[src/rtl/dbg_trace_pkg.sv]
package dbg_trace_pkg;
    typedef enum logic [1:0] {
        ST_IDLE,
        ST_WAIT_TRIG,
        ST_CAPTURE,
        ST_CIRCULAR
    } trc_state_e;
endpackage

[src/rtl/dbg_trace_fifo.sv]
module dbg_trace_fifo #(
    parameter int DEPTH = 8,
    parameter int WIDTH = 16
) (
    input  logic                         clk,
    input  logic                         rst_n,
    input  logic                         clr_i,
    input  logic                         wr_i,
    input  logic [WIDTH-1:0]             wdata_i,
    input  logic                         rd_i,
    output logic [$clog2(DEPTH+1)-1:0]   count_o,
    output logic                         last_o,
    output logic [WIDTH-1:0]             rdata_o
);
    localparam int PW = $clog2(DEPTH);
    localparam int CW = $clog2(DEPTH + 1);
    localparam logic [CW-1:0] FULL_CNT = CW'(DEPTH);
    localparam logic [CW-1:0] LAST_CNT = CW'(DEPTH - 1);

    logic [WIDTH-1:0] mem [DEPTH];
    logic [PW-1:0]    wp, rp;
    logic [CW-1:0]    cnt;
    logic             full, pop;

    assign full = (cnt == FULL_CNT);
    assign pop  = rd_i && (cnt != '0) && !wr_i;

    for (genvar i = 0; i < DEPTH; i++) begin : g_entry
        always_ff @(posedge clk or negedge rst_n) begin
            if (!rst_n)
                mem[i] <= '0;
            else if (wr_i && !clr_i && (wp == PW'(i)))
                mem[i] <= wdata_i;
        end
    end

    always_ff @(posedge clk or negedge rst_n) begin
        if (!rst_n) begin
            wp  <= '0;
            rp  <= '0;
            cnt <= '0;
        end else if (clr_i) begin
            wp  <= '0;
            rp  <= '0;
            cnt <= '0;
        end else if (wr_i) begin
            wp <= wp + 1'b1;
            if (full)
                rp <= rp + 1'b1;
            else
                cnt <= cnt + 1'b1;
        end else if (pop) begin
            rp  <= rp + 1'b1;
            cnt <= cnt - 1'b1;
        end
    end

    assign count_o = cnt;
    assign last_o  = (cnt == LAST_CNT);
    assign rdata_o = (cnt == '0) ? '0 : mem[rp];
endmodule

[src/rtl/dbg_trace_fsm.sv]
module dbg_trace_fsm
    import dbg_trace_pkg::*;
(
    input  logic       clk,
    input  logic       rst_n,
    input  logic       enable_i,
    input  logic       arm_set_i,
    input  logic       arm_clr_i,
    input  logic       end_mode_i,
    input  logic       event_only_i,
    input  logic       trig_i,
    input  logic       cap_vld_i,
    input  logic       rd_req_i,
    input  logic       fifo_last_i,
    output logic       armed_o,
    output logic       start_o,
    output logic       wr_o,
    output logic       rd_o
);
    trc_state_e state, nxt;
    logic       stop;

    assign stop    = !enable_i || arm_clr_i;
    assign start_o = !stop && arm_set_i;

    always_ff @(posedge clk or negedge rst_n) begin
        if (!rst_n)
            state <= ST_IDLE;
        else
            state <= nxt;
    end

    always_comb begin
        nxt = state;
        if (stop) begin
            nxt = ST_IDLE;
        end else if (start_o) begin
            nxt = (event_only_i || !end_mode_i) ? ST_WAIT_TRIG : ST_CIRCULAR;
        end else begin
            unique case (state)
                ST_IDLE:      nxt = ST_IDLE;
                ST_WAIT_TRIG: if (trig_i) nxt = ST_CAPTURE;
                ST_CAPTURE:   if (cap_vld_i && fifo_last_i) nxt = ST_IDLE;
                ST_CIRCULAR:  if (trig_i) nxt = ST_IDLE;
                default:      nxt = ST_IDLE;
            endcase
        end
    end

    always_comb begin
        wr_o    = 1'b0;
        rd_o    = 1'b0;
        armed_o = 1'b1;
        unique case (state)
            ST_IDLE: begin
                armed_o = 1'b0;
                rd_o    = rd_req_i && !start_o;
            end
            ST_WAIT_TRIG: wr_o = cap_vld_i && trig_i && !stop && !start_o;
            ST_CAPTURE:   wr_o = cap_vld_i && !stop && !start_o;
            ST_CIRCULAR:  wr_o = cap_vld_i && !stop && !start_o;
            default:      armed_o = 1'b0;
        endcase
    end
endmodule

[src/rtl/dbg_trace_ctrl.sv]
module dbg_trace_ctrl #(
    parameter int DEPTH  = 8,
    parameter int ADDR_W = 16,
    parameter int EVT_W  = 8
) (
    input  logic                        clk,
    input  logic                        rst_n,
    input  logic                        enable_i,
    input  logic                        arm_set_i,
    input  logic                        arm_clr_i,
    input  logic                        end_mode_i,
    input  logic                        event_only_i,
    input  logic                        trig_i,
    input  logic                        hit_a_i,
    input  logic                        hit_b_i,
    input  logic                        cap_vld_i,
    input  logic [ADDR_W-1:0]           cap_addr_i,
    input  logic [EVT_W-1:0]            cap_data_i,
    input  logic                        rd_i,
    output logic                        armed_o,
    output logic                        hit_a_o,
    output logic                        hit_b_o,
    output logic [$clog2(DEPTH+1)-1:0]  count_o,
    output logic [ADDR_W-1:0]           rd_data_o
);
    localparam int PAD_W = ADDR_W - EVT_W;

    logic              start, wr, rd, last, ev_q;
    logic [ADDR_W-1:0] wdata;

    dbg_trace_fsm u_fsm (
        .clk          (clk),
        .rst_n        (rst_n),
        .enable_i     (enable_i),
        .arm_set_i    (arm_set_i),
        .arm_clr_i    (arm_clr_i),
        .end_mode_i   (end_mode_i),
        .event_only_i (event_only_i),
        .trig_i       (trig_i),
        .cap_vld_i    (cap_vld_i),
        .rd_req_i     (rd_i),
        .fifo_last_i  (last),
        .armed_o      (armed_o),
        .start_o      (start),
        .wr_o         (wr),
        .rd_o         (rd)
    );

    always_ff @(posedge clk or negedge rst_n) begin
        if (!rst_n) begin
            ev_q    <= 1'b0;
            hit_a_o <= 1'b0;
            hit_b_o <= 1'b0;
        end else if (start) begin
            ev_q    <= event_only_i;
            hit_a_o <= 1'b0;
            hit_b_o <= 1'b0;
        end else if (armed_o) begin
            if (hit_a_i) hit_a_o <= 1'b1;
            if (hit_b_i) hit_b_o <= 1'b1;
        end
    end

    assign wdata = ev_q ? {{PAD_W{1'b0}}, cap_data_i} : cap_addr_i;

    dbg_trace_fifo #(.DEPTH(DEPTH), .WIDTH(ADDR_W)) u_fifo (
        .clk     (clk),
        .rst_n   (rst_n),
        .clr_i   (start),
        .wr_i    (wr),
        .wdata_i (wdata),
        .rd_i    (rd),
        .count_o (count_o),
        .last_o  (last),
        .rdata_o (rd_data_o)
    );
endmodule

[config.mk]
export PLATFORM = sky130hd
export DESIGN_NAME = dbg_trace_ctrl
export DESIGN_NICKNAME = d
export VERILOG_FILES = /design/src/rtl/dbg_trace_pkg.sv /design/src/rtl/dbg_trace_fifo.sv /design/src/rtl/dbg_trace_fsm.sv /design/src/rtl/dbg_trace_ctrl.sv
export SDC_FILE = /design/constraint.sdc
export NUM_CORES = 1
export LEC_CHECK = 0
export BUFFER_PORTS_ARGS = -buffer_cell sky130_fd_sc_hd__buf_2
export CAP_MARGIN = 20
export CORE_MARGIN = 2
export CORE_UTILIZATION = 40
export CTS_CLUSTER_SIZE = 30
export DETAILED_ROUTE_END_ITERATION = 12
export PLACE_DENSITY_LB_ADDON = 0.15
export SYNTH_ARGS = -nofsm -noshare
export SYNTH_HDL_FRONTEND = slang
export SYNTH_SLANG_ARGS = --single-unit
export TNS_END_PERCENT = 30
[constraint.sdc]
create_clock -name clk -period 5.1 [get_ports clk]
set_clock_uncertainty 0.05 [all_clocks]
set_input_delay 0.51 -clock clk [delete_from_list [all_inputs] [get_ports clk]]
set_output_delay 0.51 -clock clk [all_outputs]
set_load 0.005 [all_outputs]
==> summary.md, run 1 <==
| Metric | Value |
|---|---|
| WP data required | `4540 ps` |
| Worst r2r path cells | `5` |
| Clock sinks | `143` |
| GP Congestion | `0.736` |
| Clk slew on worst S/H paths | `60 ps` |
| Iteration-0 DRC Markers | `218` |
| Core box area | `16400 um2` |
| Via-to-Cell Ratio | `5.18` |
| H-Tree Level Count | `4` |
| Post-Syn Area | `6660 um2` |
| Number of hold buffers added after cts | `0` |
| Synth area leader | `dfrtp_1` |
| Gr usage total | `18.5%` |
| Drc violations | `0` |
| Primary FF master, synth | `dfrtp_1` |
| Routed Antenna Nets | `0` |
| GRT overflow | `0` |
| Port Buffers | `58` |
| Ports | `59` |
| Syn avg cell area | `11.4 um2` |
| Final hold vios | `0` |
| Max Root-Sink Buffers | `2` |
| Vias in the first global route | `4531` |
| VDD IR max | `0.240 mV` |
| Synth area leaders | `dfrtp_1, mux4_2, o21ai_0` |
| CTS tree | `done` |
| Initial Util | `40.6%` |
| Post-synth EDFFs | `0` |
| Unrepaired setup endpoints after global routing | `no` |
| Critical Path Start | `u_fifo.rp[0]$_DFFE_PN0P_` |
| #FFs+latches synth | `143` |
| Worst r2r dst | `u_fifo.mem[89]$_DFFE_PN0P_` |
| Layout cells sized above 1 | `23.5%` |
| Post-Syn Instances | `586` |
| Final Net Count | `681` |
| Post-synth top area share | `53.7%` |
| Ys Warns | `0` |
| Crit path kind | `flip-flop to output port` |
| Routed WL per cell | `17.8 um` |
| First-pass GRT wire length | `24800 um` |
| DP Wirelength | `9860 um` |
| Layout Utilization | `47.0%` |
| Gates resized, CTS repair | `0` |
| Post-CTS Setup Inserts | `0` |
| # fillers | `1530` |
| Total die area | `17700 um2` |
| Mapped Nets | `632` |
| Peak Freq | `0.312 GHz` |
| Slowest stage delay, CP | `920 ps` |
| 1st-pass router iterations | `4` |
| Clk Latency, worst-skew pair | `420 ps` |
| Most frequent cell after synthesis | `dfrtp_1` |
| Slack of the worst reg-to-reg path | `2310 ps` |
| Synth cell count leaders | `dfrtp_1, nand2_1, o21ai_0` |
| Layout area overhead | `15.8%` |
| Crit path DAT | `2650 ps` |
| Status | `complete, no violations` |
| Pleak | `3.62 nW` |
| CTS root buf | `clkbuf_16` |
| Critical-path maximum fanout | `23` |
| CP top delay family | `flip-flops` |
| Tmin final | `3210 ps` |
| Drt total wl | `15500 um` |
| CP max-delay cell | `dfrtp_2` |
| Final setup vio count | `0` |
| Die W | `133 um` |
| Via Count | `4493` |
| Max-slew violations | `0` |
| Pwr Density | `405 nW/um2` |
| Least-Margin Pin Slew | `985 ps` |
| CTS buffer count | `17` |
| Site Rows | `47` |
| Largest net degree at the start of global routing | `88` |
| Ys async rst share | `100%` |
| Hold WC Path Type | `input pin to asynchronous set/reset pin` |
| Critical path endpoint category | `output port` |
| Worst relative slew slack | `34.3%` |
| Sequential area share after synthesis | `53.7%` |
| Critical Path, Cell by Cell | `buf_4, mux4_2, mux2i_1, nor2_1, buf_2` |
| Crit start category | `flip-flop` |
| Antenna violations before repair | `0` |
| Max Cap Viol | `0` |
| Die height | `133 um` |
| ANT cells | `0` |
| Final cycle utilization of the critical path | `62.9%` |
| FF-to-FF Start | `u_fsm.state[0]$_DFFE_PN0P_` |
| Sum Neg Setup Slack | `0 ps` |
| Crit path buf inv count | `2` |
| Netlist cell types | `41` |
==> layout make-up <==
| type | count | area, um2 | share of cell area (%) |
|---|---|---|---|
| sequential | 143 | 3580 | 46.4 |
| tap | 220 | 275 | 3.57 |
| multi-input combinational | 392 | 2830 | 36.7 |
| timing repair buffer | 70 | 422 | 5.47 |
| clock inverter | 5 | 52.6 | 0.681 |
| clock buffer | 27 | 513 | 6.65 |
| inverter | 11 | 41.3 | 0.535 |
==> layer usage <==
metal	up-vias	wire length, um	global-route usage (%)
met5	-	0	0
met4	0	107	5.26
met3	6	514	4.67
met2	81	7410	28.8
met1	2260	7430	25.8
li1	2146	-	-
==> flip-flops by register name, summed over array words and instances (netlist names) <==
register / count
u_fifo.count_o: 4
ev_q: 1
hit_a_o: 1
u_fifo.wp: 3
u_fifo.mem: 128
u_fsm.state: 2
u_fifo.rp: 3
hit_b_o: 1
==> worst max path at each step <==
stage	slack [ps]	cells after the start	endpoint
finish	1890	5	rd_data_o[4]
global route	1610	5	rd_data_o[4]
detailed placement	2030	6	u_fifo.mem[89]$_DFFE_PN0P_
floorplan	2570	9	u_fifo.count_o[3]$_DFFE_PN0P_
global placement	2090	6	u_fifo.mem[90]$_DFFE_PN0P_
CTS	1760	5	rd_data_o[5]
==> kinds of logic after synthesis <==
kind of cell	share of synthesized area, %
buf+inv	3.94
flops	53.7
simple gates	10.9
mux	19.4
compound gates	9.80
fa+ha+maj	1.99
xor+xnor	0.263
==> worst reg2reg max path, stage by stage, from the launching register on <==
cell	delay (ps)
dfrtp_1	410
a21oi_1	100
or4b_4	620
inv_2	210
and3_1	840
mux2_2	430
==> layout by cell type, fill, tap and decap left out, types with 2 or more instances in the layout <==
| master | count |
|---|---|
| o21ai_0 | 84 |
| clkinv_2 | 3 |
| nor2b_1 | 8 |
| clkbuf_1 | 5 |
| nand2b_1 | 9 |
| a21oi_1 | 33 |
| nor2_1 | 48 |
| mux2_1 | 8 |
| buf_8 | 2 |
| clkbuf_8 | 5 |
| ha_1 | 9 |
| nand2_1 | 87 |
| and3_1 | 3 |
| mux2i_1 | 29 |
| mux2_2 | 17 |
| buf_4 | 9 |
| clkbuf_16 | 17 |
| inv_1 | 10 |
| buf_2 | 57 |
| nand3_1 | 6 |
| dfrtp_1 | 142 |
| mux4_2 | 32 |
==> stage by stage <==
stage	setup WS [ps]	hold WS, ps	instances	cell area, um2	total power [mW]
6_report	1890	79.0	868	7710	3.12
5_1_grt	1610	136	868	7710	3.28
4_1_cts	1760	125	866	7680	3.17
3_5_place_dp	2030	417	834	7120	1.97
3_3_place_gp	2090	407	833	7090	1.93
2_1_floorplan	2570	164	586	6660	1.71
==> report_power, final <==
part	internal, mW	switching, mW
combinational	0.301	0.313
clock	0.734	0.454
sequential	1.19	0.126
No activity file was read; power rests on OpenSTA's default activity.
==> run 2: changes to the inputs <==
clock period = 2.9 ns   (was 5.1 ns; I/O delays follow)
==> summary.md, run 2 (same netlist as run 1, synthesis figures left out) <==
| Metric | Value |
|---|---|
| VDD IR max | `0.437 mV (was 0.240 mV)` |
| Hold WC Path Type | `input pin to flip-flop (was input pin to asynchronous set/reset pin)` |
| Layout area overhead | `17.1% (was 15.8%)` |
| DP Wirelength | `10100 um (was 9860 um)` |
| Pint | `3.98 mW (was 2.23 mW)` |
| Most common cell after layout, fill and taps aside | `dfrtp_1 (unchanged)` |
| Worst relative slew slack | `46.3% (was 34.3%)` |
| Die height | `133 um (unchanged)` |
| Routed Antenna Nets | `0 (unchanged)` |
| Switching fraction of total power | `28.1% (was 28.6%)` |
| GP Congestion | `0.750 (was 0.736)` |
| Sum Neg Setup Slack | `0 ps (unchanged)` |
| Clk Latency, worst-skew pair | `410 ps (was 420 ps)` |
| Pleak | `3.66 nW (was 3.62 nW)` |
| Drc violations | `0 (unchanged)` |
| # fillers | `1509 (was 1530)` |
| Peak Freq | `0.407 GHz` |
| Tmin final | `2460 ps` |
| Final setup vio count | `0 (unchanged)` |
| Initial Util | `40.6% (unchanged)` |
| Max FFs per register | `128 (unchanged)` |
| Most frequent cells in the layout | `dfrtp_1, nand2_1, o21ai_0 (unchanged)` |
| Final hold vios | `0 (unchanged)` |
| Clk pwr share | `38.4% (was 38.1%)` |
| Share of power burned in registers | `40.7% (was 42.3%)` |
| CTS tree | `done (unchanged)` |
| Site Rows | `47 (unchanged)` |
| Gr usage total | `18.9% (was 18.5%)` |
| CP max-delay cell | `or4b_4 (was dfrtp_2)` |
| Via Count | `4469 (was 4493)` |
| Die W | `133 um (unchanged)` |
| GRT overflow | `0 (unchanged)` |
| Critical path endpoint category | `flip-flop (was output port)` |
| ANT cells | `0 (unchanged)` |
| Max-slew violations | `0 (unchanged)` |
| Clock sinks | `143 (unchanged)` |
| Routed WL per cell | `17.5 um (was 17.8 um)` |
| Final cycle utilization of the critical path | `84.7%` |
| Vias in the first global route | `4733 (was 4531)` |
| Finished Cell Area | `7810 um2 (was 7710 um2)` |
| Gate power share | `20.9% (was 19.7%)` |
| Unrepaired setup endpoints after global routing | `no (unchanged)` |
| Status | `complete, no violations (unchanged)` |
| 1st-pass router iterations | `4 (unchanged)` |
| Max Cap Viol | `0 (unchanged)` |
| First-pass GRT wire length | `25700 um (was 24800 um)` |
| Least-Margin Pin Slew | `805 ps (was 985 ps)` |
| Crit path kind | `flip-flop to flip-flop (was flip-flop to output port)` |
| Max Root-Sink Buffers | `2 (unchanged)` |
| Port Buffers | `58 (unchanged)` |
| Final Net Count | `690 (was 681)` |
| Total die area | `17700 um2 (unchanged)` |
| Core box area | `16400 um2 (unchanged)` |
| CTS root buf | `clkbuf_16 (unchanged)` |
| Switch Pwr | `1.55 mW (was 0.893 mW)` |
| Cell Area, Placed | `7210 um2 (was 7120 um2)` |
| Crit path DAT | `2730 ps (was 2650 ps)` |
| Via-to-Cell Ratio | `5.10 (was 5.18)` |
| Critical-path maximum fanout | `13 (was 23)` |
| Drt total wl | `15400 um (was 15500 um)` |
| Post-CTS Setup Inserts | `0 (unchanged)` |
| CTS buffer count | `17 (unchanged)` |
| Slowest stage delay, CP | `620 ps (was 920 ps)` |
| Crit start category | `flip-flop (unchanged)` |
| Critical Path, Cell by Cell | `a21oi_1, or4b_4, ha_1, a21o_1, a21oi_1, mux2i_1, mux2i_1, o22ai_1 (was buf_4, mux4_2, mux2i_1, nor2_1, buf_2)` |
| Ports | `59 (unchanged)` |
| WP data required | `3180 ps (was 4540 ps)` |
| Layout cells sized above 1 | `24.5% (was 23.5%)` |
| Top reg by flops | `u_fifo.mem (unchanged)` |
| H-Tree Level Count | `4 (unchanged)` |
| Clk slew on worst S/H paths | `60 ps (about the same)` |
| Pwr Density | `708 nW/um2 (was 405 nW/um2)` |
| Iteration-0 DRC Markers | `291 (was 218)` |
| Largest net degree at the start of global routing | `86 (was 88)` |
| Antenna violations before repair | `0 (unchanged)` |
[run 2: cell types whose count changed in the layout (fill, tap and decap cells not counted), moves of 2 or more]
cell | before | now
buf_4 | 9 | 17
buf_12 | 0 | 3
buf_8 | 2 | 0
clkbuf_8 | 5 | 7
[run 2: power by group through the flow]
| stage | clock network [mW] | logic, mW | registers [mW] |
|---|---|---|---|
| 5_1_grt | 2.27 | 1.28 | 2.27 |
| 4_1_cts | 2.17 | 1.18 | 2.26 |
| 3_5_place_dp | 0 | 1.18 | 2.29 |
| 6_report | 2.12 | 1.16 | 2.25 |
| 2_1_floorplan | 0 | 0.812 | 2.20 |
| 3_3_place_gp | 0 | 1.17 | 2.28 |
[run 2: cell type report]
| cell class | count | area (um2) | area share, % |
|---|---|---|---|
| multi-input combinational | 392 | 2830 | 36.3 |
| inverter | 11 | 41.3 | 0.529 |
| clock inverter | 4 | 47.5 | 0.609 |
| sequential | 143 | 3580 | 45.9 |
| timing repair buffer | 79 | 494 | 6.33 |
| clock buffer | 28 | 537 | 6.88 |
| tap | 220 | 275 | 3.53 |
[run 2: metal layers]
metal  vias to the layer above  global-route usage, %  wire, um
li1                       2159                      -         -
met2                        66                   30.7      7490
met4                         0                   4.48        96
met1                      2236                   25.8      7280
met3                         8                   4.41       510
met5                         -                      0         0
[run 2: worst max-delay path: cells and delay by family (launching register included)]
family	cells	cell delay [ps]
adder cells (fa/ha/maj)	1	300
AND/OR/NAND/NOR	1	620
multiplexers	2	310
flip-flops	1	410
AO/OA/AOI/OAI	4	680
[run 2: worst paths after layout]
kind	start	end	slack [ps]	cells after the start
hold reg to reg	u_fifo.mem[65]$_DFFE_PN0P_	u_fifo.mem[65]$_DFFE_PN0P_	420	2
max in group asynchronous	rst_n	u_fifo.mem[54]$_DFFE_PN0P_	1590	3
setup / recovery	u_fsm.state[0]$_DFFE_PN0P_	u_fifo.count_o[3]$_DFFE_PN0P_	440	8
hold / removal	hit_b_i	hit_b_o$_DFFE_PN0P_	60	3
setup reg to reg	u_fsm.state[0]$_DFFE_PN0P_	u_fifo.count_o[3]$_DFFE_PN0P_	440	8
min in group asynchronous	rst_n	hit_b_o$_DFFE_PN0P_	450	2
[run 2: per-stage QoR]
step | power [mW] | cells | worst slack (ps) | hold slack, ps | util, %
final | 5.53 | 877 | 444 | 64.7 | 47.6
after global routing | 5.81 | 877 | 262 | 76.6 | 47.6
after CTS | 5.61 | 877 | 377 | 46.0 | 47.6
after detailed placement | 3.46 | 844 | 402 | 355 | 44.0
after global placement | 3.45 | 844 | 422 | 345 | 44.0
after floorplan | 3.02 | 586 | 572 | -55.6 | -
[run 2: repair_timing]
| action | in CTS | in global routing |
|---|---|---|
| hold endpoints to repair | 83 | 0 |
| hold buffers | 1 | 0 |
| gates resized for setup | 0 | 0 |
